## src/rtl/grp_irq_pkg.sv

```systemverilog
package grp_irq_pkg;

    localparam int NUM_SRC = 22;
    localparam int NUM_GRP = 4;
    localparam int EN_W    = 7;

    localparam logic [7:0] OFS_PEND   = 8'h04;
    localparam logic [7:0] OFS_ENABLE = 8'h08;

    typedef enum logic {
        PORT_IDLE,
        PORT_RESP
    } port_state_e;

    function automatic int grp_lo(input int g);
        case (g)
            0:       return 0;
            1:       return 7;
            2:       return 10;
            default: return 11;
        endcase
    endfunction

    function automatic int grp_hi(input int g);
        case (g)
            0:       return 6;
            1:       return 9;
            2:       return 10;
            default: return 21;
        endcase
    endfunction

endpackage

```

## src/rtl/grp_irq_src_latch.sv

```systemverilog
module grp_irq_src_latch (
    input  logic clk,
    input  logic rst_n,
    input  logic src_i,
    input  logic en_i,
    input  logic clr_i,
    output logic pend_o
);
    logic src_q;
    logic pend_q;
    logic set_w;

    assign set_w  = src_i & ~src_q & en_i;
    assign pend_o = pend_q;

    always_ff @(posedge clk or negedge rst_n) begin
        if (!rst_n) begin
            src_q  <= 1'b0;
            pend_q <= 1'b0;
        end else begin
            src_q  <= src_i;
            pend_q <= set_w | (pend_q & ~clr_i);
        end
    end


    sticky_hold_chk: assert property (@(posedge clk) disable iff (!rst_n)
        (pend_q && !clr_i) |=> pend_q);


    set_over_clr_chk: assert property (@(posedge clk) disable iff (!rst_n)
        set_w |=> pend_q);


    no_spurious_chk: assert property (@(posedge clk) disable iff (!rst_n)
        (!pend_q && !(src_i && en_i)) |=> !pend_q);

endmodule

```

## src/rtl/grp_irq_group_or.sv

```systemverilog
module grp_irq_group_or #(
    parameter int WIDTH = 1
) (
    input  logic [WIDTH-1:0] pend_i,
    output logic             irq_o
);
    assign irq_o = |pend_i;
endmodule

```

## src/rtl/grp_irq_regif.sv

```systemverilog
module grp_irq_regif
    import grp_irq_pkg::*;
#(
    parameter int ADDR_W = 8,
    parameter int DATA_W = 32,
    parameter int N_SRC  = NUM_SRC,
    parameter int N_EN   = EN_W
) (
    input  logic              clk,
    input  logic              rst_n,
    input  logic              req_valid,
    input  logic              req_write,
    input  logic [ADDR_W-1:0] req_addr,
    input  logic [DATA_W-1:0] req_wdata,
    input  logic [N_SRC-1:0]  pend_i,
    output logic [N_SRC-1:0]  clr_o,
    output logic [N_EN-1:0]   en_n_o,
    output logic              rsp_valid,
    output logic [DATA_W-1:0] rsp_rdata
);
    port_state_e       state_q, state_d;
    logic              rd_req;
    logic              hit_pend, hit_en;
    logic [N_EN-1:0]   en_n_q;
    logic [DATA_W-1:0] rd_mux;
    logic [DATA_W-1:0] rdata_q;

    assign rd_req   = req_valid && !req_write;
    assign hit_pend = (req_addr == ADDR_W'(OFS_PEND));
    assign hit_en   = (req_addr == ADDR_W'(OFS_ENABLE));

    // state register
    always_ff @(posedge clk or negedge rst_n) begin
        if (!rst_n) state_q <= PORT_IDLE;
        else        state_q <= state_d;
    end

    always_comb begin
        state_d = state_q;
        unique case (state_q)
            PORT_IDLE: state_d = rd_req ? PORT_RESP : PORT_IDLE;
            PORT_RESP: state_d = rd_req ? PORT_RESP : PORT_IDLE;
            default:   state_d = PORT_IDLE;
        endcase
    end

    // outputs
    always_comb begin
        rsp_valid = 1'b0;
        unique case (state_q)
            PORT_IDLE: rsp_valid = 1'b0;
            PORT_RESP: rsp_valid = 1'b1;
            default:   rsp_valid = 1'b0;
        endcase
    end
    assign rsp_rdata = rdata_q;

    always_comb begin
        rd_mux = '0;
        if (hit_pend)    rd_mux[N_SRC-1:0] = pend_i;
        else if (hit_en) rd_mux[N_EN-1:0]  = en_n_q;
    end

    always_ff @(posedge clk or negedge rst_n) begin
        if (!rst_n)      rdata_q <= '0;
        else if (rd_req) rdata_q <= rd_mux;
    end

    always_ff @(posedge clk or negedge rst_n) begin
        if (!rst_n) en_n_q <= '1;
        else if (req_valid && req_write && hit_en) en_n_q <= req_wdata[N_EN-1:0];
    end
    assign en_n_o = en_n_q;

    always_comb begin
        clr_o = '0;
        if (req_valid && req_write && hit_pend) clr_o = ~req_wdata[N_SRC-1:0];
    end


    rd_latency_chk: assert property (@(posedge clk) disable iff (!rst_n)
        rd_req |=> rsp_valid);


    wr_quiet_chk: assert property (@(posedge clk) disable iff (!rst_n)
        !rd_req |=> !rsp_valid);


    upper_zero_chk: assert property (@(posedge clk) disable iff (!rst_n)
        rsp_valid |-> (rsp_rdata[DATA_W-1:N_SRC] == '0));

endmodule

```

## src/rtl/grp_irq_top.sv

```systemverilog
module grp_irq_top
    import grp_irq_pkg::*;
#(
    parameter int ADDR_W = 8,
    parameter int DATA_W = 32
) (
    input  logic               clk,
    input  logic               rst_n,
    input  logic [NUM_SRC-1:0] src_i,
    input  logic               req_valid,
    input  logic               req_write,
    input  logic [ADDR_W-1:0]  req_addr,
    input  logic [DATA_W-1:0]  req_wdata,
    output logic               rsp_valid,
    output logic [DATA_W-1:0]  rsp_rdata,
    output logic [NUM_GRP-1:0] irq_o
);
    logic [NUM_SRC-1:0] pend_w;
    logic [NUM_SRC-1:0] clr_w;
    logic [NUM_SRC-1:0] en_w;
    logic [NUM_SRC-1:0] live_w;
    logic [EN_W-1:0]    en_n_w;

    grp_irq_regif #(
        .ADDR_W (ADDR_W),
        .DATA_W (DATA_W),
        .N_SRC  (NUM_SRC),
        .N_EN   (EN_W)
    ) regif_i (
        .clk       (clk),
        .rst_n     (rst_n),
        .req_valid (req_valid),
        .req_write (req_write),
        .req_addr  (req_addr),
        .req_wdata (req_wdata),
        .pend_i    (pend_w),
        .clr_o     (clr_w),
        .en_n_o    (en_n_w),
        .rsp_valid (rsp_valid),
        .rsp_rdata (rsp_rdata)
    );

    for (genvar i = 0; i < NUM_SRC; i++) begin : g_src
        if (i < EN_W) begin : g_gated
            assign en_w[i] = ~en_n_w[i];
        end else begin : g_open
            assign en_w[i] = 1'b1;
        end
        grp_irq_src_latch latch_i (
            .clk    (clk),
            .rst_n  (rst_n),
            .src_i  (src_i[i]),
            .en_i   (en_w[i]),
            .clr_i  (clr_w[i]),
            .pend_o (pend_w[i])
        );
    end

    assign live_w = pend_w & en_w;

    for (genvar g = 0; g < NUM_GRP; g++) begin : g_grp
        localparam int LO = grp_lo(g);
        localparam int HI = grp_hi(g);
        grp_irq_group_or #(.WIDTH(HI - LO + 1)) or_i (
            .pend_i (live_w[HI:LO]),
            .irq_o  (irq_o[g])
        );
    end


    upper_open_chk: assert property (@(posedge clk) disable iff (!rst_n)
        (pend_w[NUM_SRC-1:EN_W] != '0) |-> (irq_o[NUM_GRP-1:1] != '0));

endmodule

```

## config.mk

```make
export PLATFORM = sky130hd
export DESIGN_NAME = grp_irq_top
export DESIGN_NICKNAME = d
export VERILOG_FILES = /design/src/rtl/grp_irq_pkg.sv /design/src/rtl/grp_irq_src_latch.sv /design/src/rtl/grp_irq_group_or.sv /design/src/rtl/grp_irq_regif.sv /design/src/rtl/grp_irq_top.sv
export SDC_FILE = /design/constraint.sdc
export NUM_CORES = 1
export LEC_CHECK = 0
export ABC_CLOCK_PERIOD_IN_PS = 1100
export BUFFER_PORTS_ARGS = -buffer_cell sky130_fd_sc_hd__buf_2
export CAP_MARGIN = 20
export CORE_UTILIZATION = 45
export CTS_CLUSTER_DIAMETER = 100
export CTS_CLUSTER_SIZE = 8
export DETAILED_ROUTE_END_ITERATION = 16
export PLACE_DENSITY = 0.78
export SYNTH_ARGS = -nofsm -noshare
export SYNTH_HDL_FRONTEND = slang
export SYNTH_HIERARCHICAL = 1
export SYNTH_SLANG_ARGS = --single-unit
```

## constraint.sdc

```tcl
create_clock -name clk -period 1.1 [get_ports clk]
set_input_delay 0.275 -clock clk [delete_from_list [all_inputs] [get_ports clk]]
set_output_delay 0.275 -clock clk [all_outputs]
set_load 0.005 [all_outputs]
```

==> results.json, run 1 <==
{
  "run_status": "finished with violations",
  "failed_checks": "setup timing",
  "syn-instance-count": 290,
  "cts.sinks": 74,
  "drc": 0,
  "rsz0062_at_grt": "yes",
  "synth_area_um2": 3110,
  "routabilityCongestion": 0.794,
  "skew_pair_late_insertion_delay_ns": 0.35,
  "dr_total_vias": 2598,
  "die_height_um": 85.1,
  "setup_ws_ns": -0.649,
  "arrival_ns": 1.47,
  "worst_ir_drop_vdd_uv": 874,
  "synth-seq-area-share": 0.599,
  "synth-seq-cells": 74,
  "synthDominantAreaCellType": "sky130_fd_sc_hd__dfrtp_1",
  "layout.core_utilization": 0.682,
  "core_region_area_um2": 6490,
  "timing.critical_path.to_type": "output port",
  "timing.rr.start": "regif_i/en_n_o[1]$_DFFE_PN1P_",
  "setup_crit_start_kind": "flip-flop",
  "detailedRoute.firstIterationViolations": 121,
  "total_leakage_power_nw": 2.28,
  "grt_start_max_net_pins": 36,
  "portBuffers": 82,
  "wirelength_mm": 7.45,
  "dieArea_um2": 7240,
  "wire_length_of_the_first_global_routing_pass_mm": 11.4,
  "path_max_fanout": 2,
  "timing.final.crit_share": 1.59,
  "cts_tree": "built",
  "min_path_type": "input port to flip-flop",
  "ant_nets": 0,
  "synth.avg_cell_area_um2": 10.7,
  "regToRegSetupSlack_ns": 0.06,
  "global_route_usage_sum": 0.211,
  "average_wire_per_standard_cell_um": 14.1,
  "fp.dieW_um": 85.1,
  "synthTopCellsByArea": "sky130_fd_sc_hd__dfrtp_1 54%, sky130_fd_sc_hd__o22ai_2 8.9%, sky130_fd_sc_hd__nand2_1 7.4%",
  "power.density_cell_area_nw_per_um2": 1160,
  "min_period_ns": 1.75,
  "setup_viol_count_final": 56,
  "first_global_vias": 2541,
  "worst_setup_hold_path_clk_slew_ns": 0.08,
  "final_nets": 511,
  "cts_htree_levels": 3,
  "synth_top_area_frac": 0.540,
  "timing.final.hold_violations": 0,
  "synth.yosys.warnings": 6,
  "overflow": 0,
  "synth_cell_types": 26,
  "via_per_inst": 4.93,
  "initial_core_util": 0.478,
  "cts_max_path_buffers": 2,
  "cts_root_buffer": "sky130_fd_sc_hd__clkbuf_8",
  "max_freq_mhz": 572,
  "r2r-end": "regif_i/rsp_rdata[1]$_DFFE_PN0P_",
  "drt_first_pass_iters": 4,
  "antenna_violations_before_repair": 0,
  "io-pin-count": 103,
  "timing.hold.worst.start": "src_i[12]",
  "critical_path_type": "flip-flop to output port",
  "tritoncts.num_buffers": 9,
  "worst_hold_path.endpoint": "g_src[12].latch_i/src_q$_DFF_PN0_",
  "required_ns": 0.82,
  "max_cap_viol_count": 0,
  "fin_worst_skew_ns": 0.0137,
  "drive_gt1_frac": 0.487,
  "timing.final.max_slew_violations": 0,
  "syn_to_final_growth_pct": 42.7,
  "dp_hpwl_mm": 5.02,
  "rows": 29,
  "ff2ff_path_depth": 3,
  "num_antenna_cells": 0,
  "worst_hold_path.num_cells": 1,
  "dp_slack_ns": -0.399
}
## worst max-delay path, cell delays in order, from the launching register on
cell	delay, ns
sky130_fd_sc_hd__dfstp_2	0.54
sky130_fd_sc_hd__nor2b_2	0.04
sky130_fd_sc_hd__nor4_2	0.32
sky130_fd_sc_hd__nand2_1	0.09
sky130_fd_sc_hd__buf_2	0.14
## power by group
| part | switching (mW) | leakage [nW] | internal [mW] |
|---|---|---|---|
| combinational | 0.245 | 1.35 | 0.200 |
| clock | 0.952 | 0.0932 | 0.933 |
| sequential | 0.0265 | 0.841 | 2.78 |
## kinds of logic after synthesis
logic type | Yosys count | share of synthesized area
other cells | 2 | 0.00242
buf+inv | 50 | 0.0753
compound gates | 51 | 0.147
simple gates | 106 | 0.151
mux | 7 | 0.0254
flops | 74 | 0.599
## per-stage QoR
stage	hold slack (ns)	total power [mW]	setup TNS, ns	cells	instance area (um^2)
after floorplan	-0.0206	3.02	-5.53	313	3200
after global placement	0.167	3.25	-14.92	493	3930
after detailed placement	0.170	3.26	-16.89	493	3930
after CTS	0.0235	5.15	-2.57	519	4210
after global routing	0.0167	5.37	-5.82	527	4430
final	0.0415	5.14	-3.73	527	4430
## state kept, by name (all words and copies together) (netlist names)
name,count
regif_i/rsp_rdata,22
g_src.latch_i/src_q,22
regif_i/state_q,1
g_src.latch_i/pend_o,22
regif_i/en_n_o,7
## cells in the final DEF (no fill, tap or decap)
master and instances:
sky130_fd_sc_hd__buf_2 79, sky130_fd_sc_hd__dfrtp_1 67, sky130_fd_sc_hd__nand2_1 61, sky130_fd_sc_hd__buf_4 52, sky130_fd_sc_hd__inv_1 30, sky130_fd_sc_hd__conb_1 25
sky130_fd_sc_hd__o22ai_2 22, sky130_fd_sc_hd__nor2_4 15, sky130_fd_sc_hd__o21ai_0 14, sky130_fd_sc_hd__clkbuf_8 11, sky130_fd_sc_hd__nor2b_1 8, sky130_fd_sc_hd__nor2_2 8
sky130_fd_sc_hd__a22oi_1 7, sky130_fd_sc_hd__o31ai_1 7, sky130_fd_sc_hd__dfstp_2 7, sky130_fd_sc_hd__buf_6 6, sky130_fd_sc_hd__mux2_2 6, sky130_fd_sc_hd__clkinv_2 3
sky130_fd_sc_hd__nor4_2 3, sky130_fd_sc_hd__buf_12 3, sky130_fd_sc_hd__clkbuf_1 2, sky130_fd_sc_hd__nor3_1 2, sky130_fd_sc_hd__nand3_1 2, sky130_fd_sc_hd__nor2b_2 1
sky130_fd_sc_hd__or3_1 1, sky130_fd_sc_hd__dlygate4sd3_1 1, sky130_fd_sc_hd__and2_1 1, sky130_fd_sc_hd__nor4_4 1, sky130_fd_sc_hd__nand4_1 1, sky130_fd_sc_hd__nand2b_1 1
sky130_fd_sc_hd__nand4_4 1, sky130_fd_sc_hd__mux2_4 1, sky130_fd_sc_hd__o21ai_1 1
## layer usage
metal / track usage / up-vias / share of wire
met5: 0 / - / 0
met3: 0.0457 / 15 / 0.047
li1: - / 1225 / -
met4: 0.106 / 0 / 0.017
met1: 0.268 / 1264 / 0.42
met2: 0.342 / 94 / 0.51
## cell type report
class | count | area, um^2
Tap cell | 77 | 96.3
Clock inverter | 3 | 15.0
Clock buffer | 13 | 159
Multi-Input combinational cell | 189 | 1260
Fill cell | 504 | 2060
Sequential cell | 74 | 1860
Timing Repair Buffer | 141 | 923
Inverter | 30 | 113
## synthesized netlist by cell type
cell and instances:
sky130_fd_sc_hd__nand2_1 61, sky130_fd_sc_hd__o21ai_0 14, sky130_fd_sc_hd__o31ai_1 7, sky130_fd_sc_hd__clkbuf_2 1
sky130_fd_sc_hd__nor4_1 3, sky130_fd_sc_hd__dfstp_2 7, sky130_fd_sc_hd__o21ai_1 1, sky130_fd_sc_hd__buf_2 3
sky130_fd_sc_hd__and2_1 1, sky130_fd_sc_hd__a22oi_1 7, sky130_fd_sc_hd__nor4_4 1, sky130_fd_sc_hd__nor3_1 2
sky130_fd_sc_hd__nand4_2 1, sky130_fd_sc_hd__nand3_1 2, sky130_fd_sc_hd__dfrtp_1 67, sky130_fd_sc_hd__nand4_1 1
sky130_fd_sc_hd__inv_1 30, sky130_fd_sc_hd__nor2_1 23, sky130_fd_sc_hd__or3_1 1, sky130_fd_sc_hd__buf_4 11
sky130_fd_sc_hd__mux2_2 7, sky130_fd_sc_hd__nor2b_1 9, sky130_fd_sc_hd__nand2b_1 1, sky130_fd_sc_hd__conb_1 2
sky130_fd_sc_hd__clkbuf_1 5, sky130_fd_sc_hd__o22ai_2 22
## how the worst max path moves through the flow
stage / slack (ns) / endpoint / from
3_5_place_dp: -0.40 / g_src[11].latch_i/pend_o$_DFF_PN0_ / req_addr[5]
4_1_cts: -0.64 / irq_o[0] / regif_i/en_n_o[4]$_DFFE_PN1P_
3_3_place_gp: -0.35 / regif_i/en_n_o[2]$_DFFE_PN1P_ / req_addr[5]
6_report: -0.65 / irq_o[0] / regif_i/en_n_o[2]$_DFFE_PN1P_
2_1_floorplan: -0.19 / g_src[10].latch_i/pend_o$_DFF_PN0_ / req_addr[5]
5_1_grt: -0.73 / irq_o[0] / regif_i/en_n_o[2]$_DFFE_PN1P_
## repair_timing
item                                    CTS  global route
buffers inserted                          9             7
cloned                                    0             1
pin swaps                                 3             5
endpoints found under the hold margin    12             0
gates resized for setup                   6            46
endpoints found under the setup margin   39            62
hold buffers                              1             0
(Power assumes the default switching activity.)
==> run 2, diff against run 1 <==
--- a/config.mk
+++ b/config.mk
@@ -17,3 +17,4 @@
 export SYNTH_HDL_FRONTEND = slang
 export SYNTH_HIERARCHICAL = 1
 export SYNTH_SLANG_ARGS = --single-unit
+export TNS_END_PERCENT = 30
==> results.json, run 2 (synthesis results as in run 1) <==
{
  "global_route_usage_sum": 0.200,
  "wirelength_mm": 6.76,
  "rows": 29,
  "dp_hpwl_mm": 5.07,
  "portBuffers": 82,
  "cts_max_path_buffers": 2,
  "run_status": "finished with violations",
  "io-pin-count": 103,
  "placed_cells": 493,
  "worst_setup_hold_path_clk_slew_ns": 0.08,
  "skew_pair_late_insertion_delay_ns": 0.34,
  "syn_to_final_growth_pct": 36.6,
  "multi_input_comb_area_um2": 1160,
  "max_cap_viol_count": 0,
  "path_max_fanout": 2,
  "core_region_area_um2": 6490,
  "num_antenna_cells": 0,
  "timing.final.max_slew_violations": 0,
  "regToRegSetupSlack_ns": 0.09,
  "worst_hold_path.endpoint": "g_src[14].latch_i/src_q$_DFF_PN0_",
  "critical_path_type": "flip-flop to output port",
  "timing.hold.worst.start": "src_i[14]",
  "power.density_cell_area_nw_per_um2": 1180,
  "cts_root_buffer": "sky130_fd_sc_hd__clkbuf_8",
  "die_height_um": 85.1,
  "drive_gt1_frac": 0.450,
  "layout.area.seq_um2": 1860,
  "timing.final.hold_violations": 0,
  "postPlaceCellArea_um2": 3930,
  "final_design_area_no_fill_um2": 4240,
  "r2r-end": "regif_i/rsp_rdata[3]$_DFFE_PN0P_",
  "cts_tree": "built",
  "fp.dieW_um": 85.1,
  "final_cell_count_no_fill": 517,
  "arrival_ns": 1.45,
  "max_freq_mhz": 578,
  "via_per_inst": 4.68,
  "antenna_violations_before_repair": 0,
  "dr_total_vias": 2417,
  "detailedRoute.firstIterationViolations": 75,
  "drt_first_pass_iters": 4,
  "initial_core_util": 0.478,
  "rsz0062_at_grt": "yes",
  "total_leakage_power_nw": 2.23,
  "worst_ir_drop_vdd_uv": 722,
  "overflow": 0,
  "average_wire_per_standard_cell_um": 13.1,
  "hold_slack_ns": 0.0482,
  "layout_common_cells": "79 x sky130_fd_sc_hd__buf_2, 67 x sky130_fd_sc_hd__dfrtp_1, 60 x sky130_fd_sc_hd__nand2_1, 43 x sky130_fd_sc_hd__buf_4, 30 x sky130_fd_sc_hd__inv_1",
  "timing.critical_path.to_type": "output port",
  "routabilityCongestion": 0.759,
  "totalNegativeSetupSlack_ns": -2.26,
  "min_period_ns": 1.73,
  "cts.sinks": 74,
  "dieArea_um2": 7240,
  "wire_length_of_the_first_global_routing_pass_mm": 11.0,
  "fillerInstances": 519,
  "setup_ws_ns": -0.629,
  "setup_viol_count_final": 33,
  "setup_crit_start_kind": "flip-flop",
  "first_global_vias": 2469,
  "cts_htree_levels": 3,
  "timing.rr.start": "regif_i/en_n_o[3]$_DFFE_PN1P_",
  "fin_worst_skew_ns": 0.00568,
  "required_ns": 0.82,
  "grt_start_max_net_pins": 28,
  "min_path_type": "input port to flip-flop",
  "tritoncts.num_buffers": 9,
  "ant_nets": 0,
  "drc": 0,
  "timing.final.crit_share": 1.57,
  "final_nets": 501,
  "worst_hold_path.num_cells": 1,
  "ff2ff_path_depth": 3,
  "failed_checks": "setup timing",
  "mostFrequentLayoutCell": "sky130_fd_sc_hd__buf_2",
  "dp_slack_ns": -0.393
}
run 2: cell types whose count changed in the layout (fill, tap and decap cells not counted), moves of 2 or more:
cell	delta
sky130_fd_sc_hd__buf_4	-9
sky130_fd_sc_hd__clkbuf_1	-2
sky130_fd_sc_hd__clkbuf_8	-2
sky130_fd_sc_hd__clkinvlp_4	+3
sky130_fd_sc_hd__nor2_1	+12
sky130_fd_sc_hd__nor2_2	+3
sky130_fd_sc_hd__nor2_4	-15
sky130_fd_sc_hd__nor4_1	+2
sky130_fd_sc_hd__nor4_2	-3
sky130_fd_sc_hd__o21ai_0	-5
sky130_fd_sc_hd__o21ai_1	+5
run 2: timing repair:
action                                  in CTS  in global routing
endpoints found under the setup margin      38                 63
hold endpoints to repair                    14                  0
pin swaps                                    5                  3
buffers inserted                             4                  3
hold buffers                                 1                  0
resized for setup                            2                 25
run 2: how the worst max path moves through the flow:
stage / startpoint / to / cells after the start
after floorplan: req_addr[5] / g_src[10].latch_i/pend_o$_DFF_PN0_ / 5
after global placement: req_addr[5] / regif_i/en_n_o[6]$_DFFE_PN1P_ / 4
after detailed placement: req_addr[5] / regif_i/en_n_o[4]$_DFFE_PN1P_ / 4
after CTS: regif_i/en_n_o[2]$_DFFE_PN1P_ / irq_o[0] / 4
after global routing: regif_i/en_n_o[2]$_DFFE_PN1P_ / irq_o[0] / 4
final: regif_i/en_n_o[2]$_DFFE_PN1P_ / irq_o[0] / 4
run 2: stage by stage:
step / total power, mW / util
after floorplan: 3.02 / -
after global placement: 3.25 / 0.604
after detailed placement: 3.27 / 0.604
after CTS: 5.06 / 0.639
after global routing: 5.23 / 0.653
final: 5.01 / 0.653
run 2: report_power, final:
part           switching (mW)  leakage [nW]  total, mW  internal, mW
clock network           0.967        0.0810       1.77         0.807
logic                   0.228          1.31      0.426         0.198
registers              0.0263         0.841       2.81          2.78
total                    1.22          2.23       5.01          3.79
run 2: final cells by class:
type                            count  share of cell area
Clock inverter                      7              0.0109
Multi-Input combinational cell    189               0.273
Sequential cell                    74               0.439
Inverter                           30              0.0265
Clock buffer                        9              0.0292
Tap cell                           77              0.0227
Timing Repair Buffer              131               0.199
run 2: critical path, cell delays in order (launching register included):
cell                      delay [ns]
sky130_fd_sc_hd__dfstp_2        0.53
sky130_fd_sc_hd__nor2b_1        0.04
sky130_fd_sc_hd__nor4_1         0.29
sky130_fd_sc_hd__nand2_1        0.11
sky130_fd_sc_hd__buf_2          0.14
run 2: layer usage:
layer | global-route usage | up-vias | wire length, um
li1 | - | 1210 | -
met1 | 0.242 | 1112 | 2870
met2 | 0.337 | 82 | 3420
met3 | 0.0535 | 13 | 347
met4 | 0.0878 | 0 | 118
met5 | 0 | - | 0
==> run 3, diff against run 2 <==
--- a/config.mk
+++ b/config.mk
@@ -5,14 +5,14 @@
 export SDC_FILE = /design/constraint.sdc
 export NUM_CORES = 1
 export LEC_CHECK = 0
-export ABC_CLOCK_PERIOD_IN_PS = 1100
+export ABC_CLOCK_PERIOD_IN_PS = 1900
 export BUFFER_PORTS_ARGS = -buffer_cell sky130_fd_sc_hd__buf_2
 export CAP_MARGIN = 20
-export CORE_UTILIZATION = 45
+export CORE_UTILIZATION = 50
 export CTS_CLUSTER_DIAMETER = 100
 export CTS_CLUSTER_SIZE = 8
 export DETAILED_ROUTE_END_ITERATION = 16
-export PLACE_DENSITY = 0.78
+export PLACE_DENSITY = 0.82
 export SYNTH_ARGS = -nofsm -noshare
 export SYNTH_HDL_FRONTEND = slang
 export SYNTH_HIERARCHICAL = 1
==> constraint.sdc (replaced) <==
create_clock -name clk -period 1.9 [get_ports clk]
set_input_delay 0.475 -clock clk [delete_from_list [all_inputs] [get_ports clk]]
set_output_delay 0.475 -clock clk [all_outputs]
set_load 0.005 [all_outputs]
==> results.json, run 3 (synthesis results as in run 1) <==
{
  "overflow": 0,
  "die_height_um": 80.8,
  "run_status": "complete, no violations",
  "critical_path_type": "flip-flop to output port",
  "postPlaceCellArea_um2": 3640,
  "internal-power_mw": 2.44,
  "multi_input_comb_area_um2": 1110,
  "fp.dieW_um": 80.8,
  "worstMarginPinSlew_ns": 0.524,
  "max_cap_viol_count": 0,
  "syn_to_final_growth_pct": 25.0,
  "first_global_vias": 2231,
  "cts_max_path_buffers": 2,
  "cts_root_buffer": "sky130_fd_sc_hd__clkbuf_8",
  "cp_num_buf_inv": 1,
  "final_cell_count_no_fill": 474,
  "setup_crit_start_kind": "flip-flop",
  "wire_length_of_the_first_global_routing_pass_mm": 10.1,
  "rows": 28,
  "grt_start_max_net_pins": 49,
  "setup_ws_ns": 0.0310,
  "rsz0062_at_grt": "yes",
  "critical-path-slowest-cell": "sky130_fd_sc_hd__dfstp_2",
  "num_antenna_cells": 0,
  "regToRegSetupSlack_ns": 0.89,
  "io-pin-count": 103,
  "seqPwrFrac": 0.517,
  "tritoncts.num_buffers": 9,
  "min_period_ns": 1.87,
  "dp_hpwl_mm": 4.66,
  "global_route_usage_sum": 0.209,
  "fin_worst_skew_ns": 0.00926,
  "final_nets": 460,
  "initial_core_util": 0.521,
  "detailedRoute.firstIterationViolations": 130,
  "drt_first_pass_iters": 4,
  "power.share.clock": 0.419,
  "core_region_area_um2": 5960,
  "max_freq_mhz": 535,
  "min_path_type": "input port to async pin",
  "timing.final.crit_share": 0.984,
  "placed_cells": 457,
  "timing.final.hold_violations": 0,
  "combinationalPowerShare": 0.064,
  "cts_htree_levels": 3,
  "slew_headroom": 0.650,
  "layout.area.seq_um2": 1860,
  "drc": 0,
  "skew_pair_late_insertion_delay_ns": 0.33,
  "timing.critical_path.to_type": "output port",
  "required_ns": 1.42,
  "average_wire_per_standard_cell_um": 13.8,
  "final_design_area_no_fill_um2": 3880,
  "timing.final.max_slew_violations": 0,
  "worst_path_largest_cell_delay_ns": 0.56,
  "cts.sinks": 74,
  "arrival_ns": 1.39,
  "cts_tree": "built",
  "wirelength_mm": 6.55,
  "critical_path.cell_chain": "nor2b_2 -> nor4_1 -> nand2_1 -> buf_2",
  "mostFrequentLayoutCell": "sky130_fd_sc_hd__buf_2",
  "ant_nets": 0,
  "portBuffers": 82,
  "totalNegativeSetupSlack_ns": 0,
  "dr_total_vias": 2331,
  "drive_gt1_frac": 0.366,
  "via_per_inst": 4.92,
  "antenna_violations_before_repair": 0,
  "setup_viol_count_final": 0,
  "total_leakage_power_nw": 2.03,
  "fillerInstances": 487,
  "proportion_of_total_power_due_to_net_switching": 0.226,
  "routabilityCongestion": 0.790,
  "layout_common_cells": "81 x sky130_fd_sc_hd__buf_2, 67 x sky130_fd_sc_hd__dfrtp_1, 61 x sky130_fd_sc_hd__nand2_1, 30 x sky130_fd_sc_hd__inv_1, 25 x sky130_fd_sc_hd__conb_1",
  "power.density_cell_area_nw_per_um2": 811,
  "hold_slack_ns": 0.0466,
  "dp_slack_ns": 0.168,
  "p_switching_mw": 0.712,
  "cp_top_family": "flip-flops",
  "worst_ir_drop_vdd_uv": 727,
  "worst_setup_hold_path_clk_slew_ns": 0.08,
  "dieArea_um2": 6530,
  "path_max_fanout": 3
}
## run 3: cell types whose count changed in the layout (fill, tap and decap cells not counted), moves of 5 or more
cell	change
sky130_fd_sc_hd__o21ai_1	-5
sky130_fd_sc_hd__nor2_1	+11
sky130_fd_sc_hd__buf_6	-5
sky130_fd_sc_hd__nor2_2	-11
sky130_fd_sc_hd__buf_4	-35
sky130_fd_sc_hd__o21ai_0	+5
## run 3: cell type report
type / count / area share
clock buffers: 10 / 0.0329
clock inverters: 6 / 0.0229
inverters: 30 / 0.0290
multi-input cells: 189 / 0.287
flip-flops and latches: 74 / 0.479
well taps: 75 / 0.0242
repair buffers: 90 / 0.125
## run 3: worst reg2reg max path, delay by kind of cell (launching register included)
family,cells,cell delay [ns]
compound gates,2,0.26
buf+inv,1,0.11
flops,1,0.56
## run 3: final timing paths
path                                              startpoint                                 end  cells past startpoint
setup / recovery               regif_i/en_n_o[4]$_DFFE_PN1P_                            irq_o[0]                      4
hold / removal                                         rst_n   g_src[3].latch_i/pend_o$_DFF_PN0_                      1
setup reg to reg               regif_i/en_n_o[4]$_DFFE_PN1P_    regif_i/rsp_rdata[4]$_DFFE_PN0P_                      3
hold reg to reg            g_src[20].latch_i/src_q$_DFF_PN0_  g_src[20].latch_i/pend_o$_DFF_PN0_                      1
max in group asynchronous                              rst_n   regif_i/rsp_rdata[12]$_DFFE_PN0P_                      2
min in group clk                                   src_i[11]   g_src[11].latch_i/src_q$_DFF_PN0_                      1
## run 3: power by group through the flow
stage	logic [mW]	clock network [mW]	registers, mW
6_report	0.202	1.32	1.63
5_1_grt	0.227	1.42	1.63
4_1_cts	0.203	1.35	1.63
3_5_place_dp	0.202	0	1.66
3_3_place_gp	0.195	0	1.66
2_1_floorplan	0.0937	0	1.66
## run 3: through the flow
| step | utilization | power [mW] |
|---|---|---|
| 3_3_place_gp | 0.612 | 1.85 |
| 2_1_floorplan | - | 1.75 |
| 6_report | 0.652 | 3.15 |
| 3_5_place_dp | 0.612 | 1.86 |
| 4_1_cts | 0.648 | 3.18 |
| 5_1_grt | 0.652 | 3.28 |
## run 3: per-layer routing
layer | GRT usage | share of wire | routed length, um | vias to the layer above
li1 | - | - | - | 1122
met3 | 0.0461 | 0.050 | 329 | 20
met2 | 0.339 | 0.51 | 3320 | 75
met5 | 0 | 0 | 0 | -
met4 | 0.132 | 0.029 | 192 | 0
met1 | 0.254 | 0.41 | 2710 | 1114
## run 3: repair_timing
| item | CTS | global route |
|---|---|---|
| hold buffers | 0 | 0 |
| setup buffers | 0 | 1 |
| endpoints found under the hold margin | 0 | 0 |
| gates resized for setup | 0 | 3 |
| endpoints found under the setup margin | 0 | 2 |
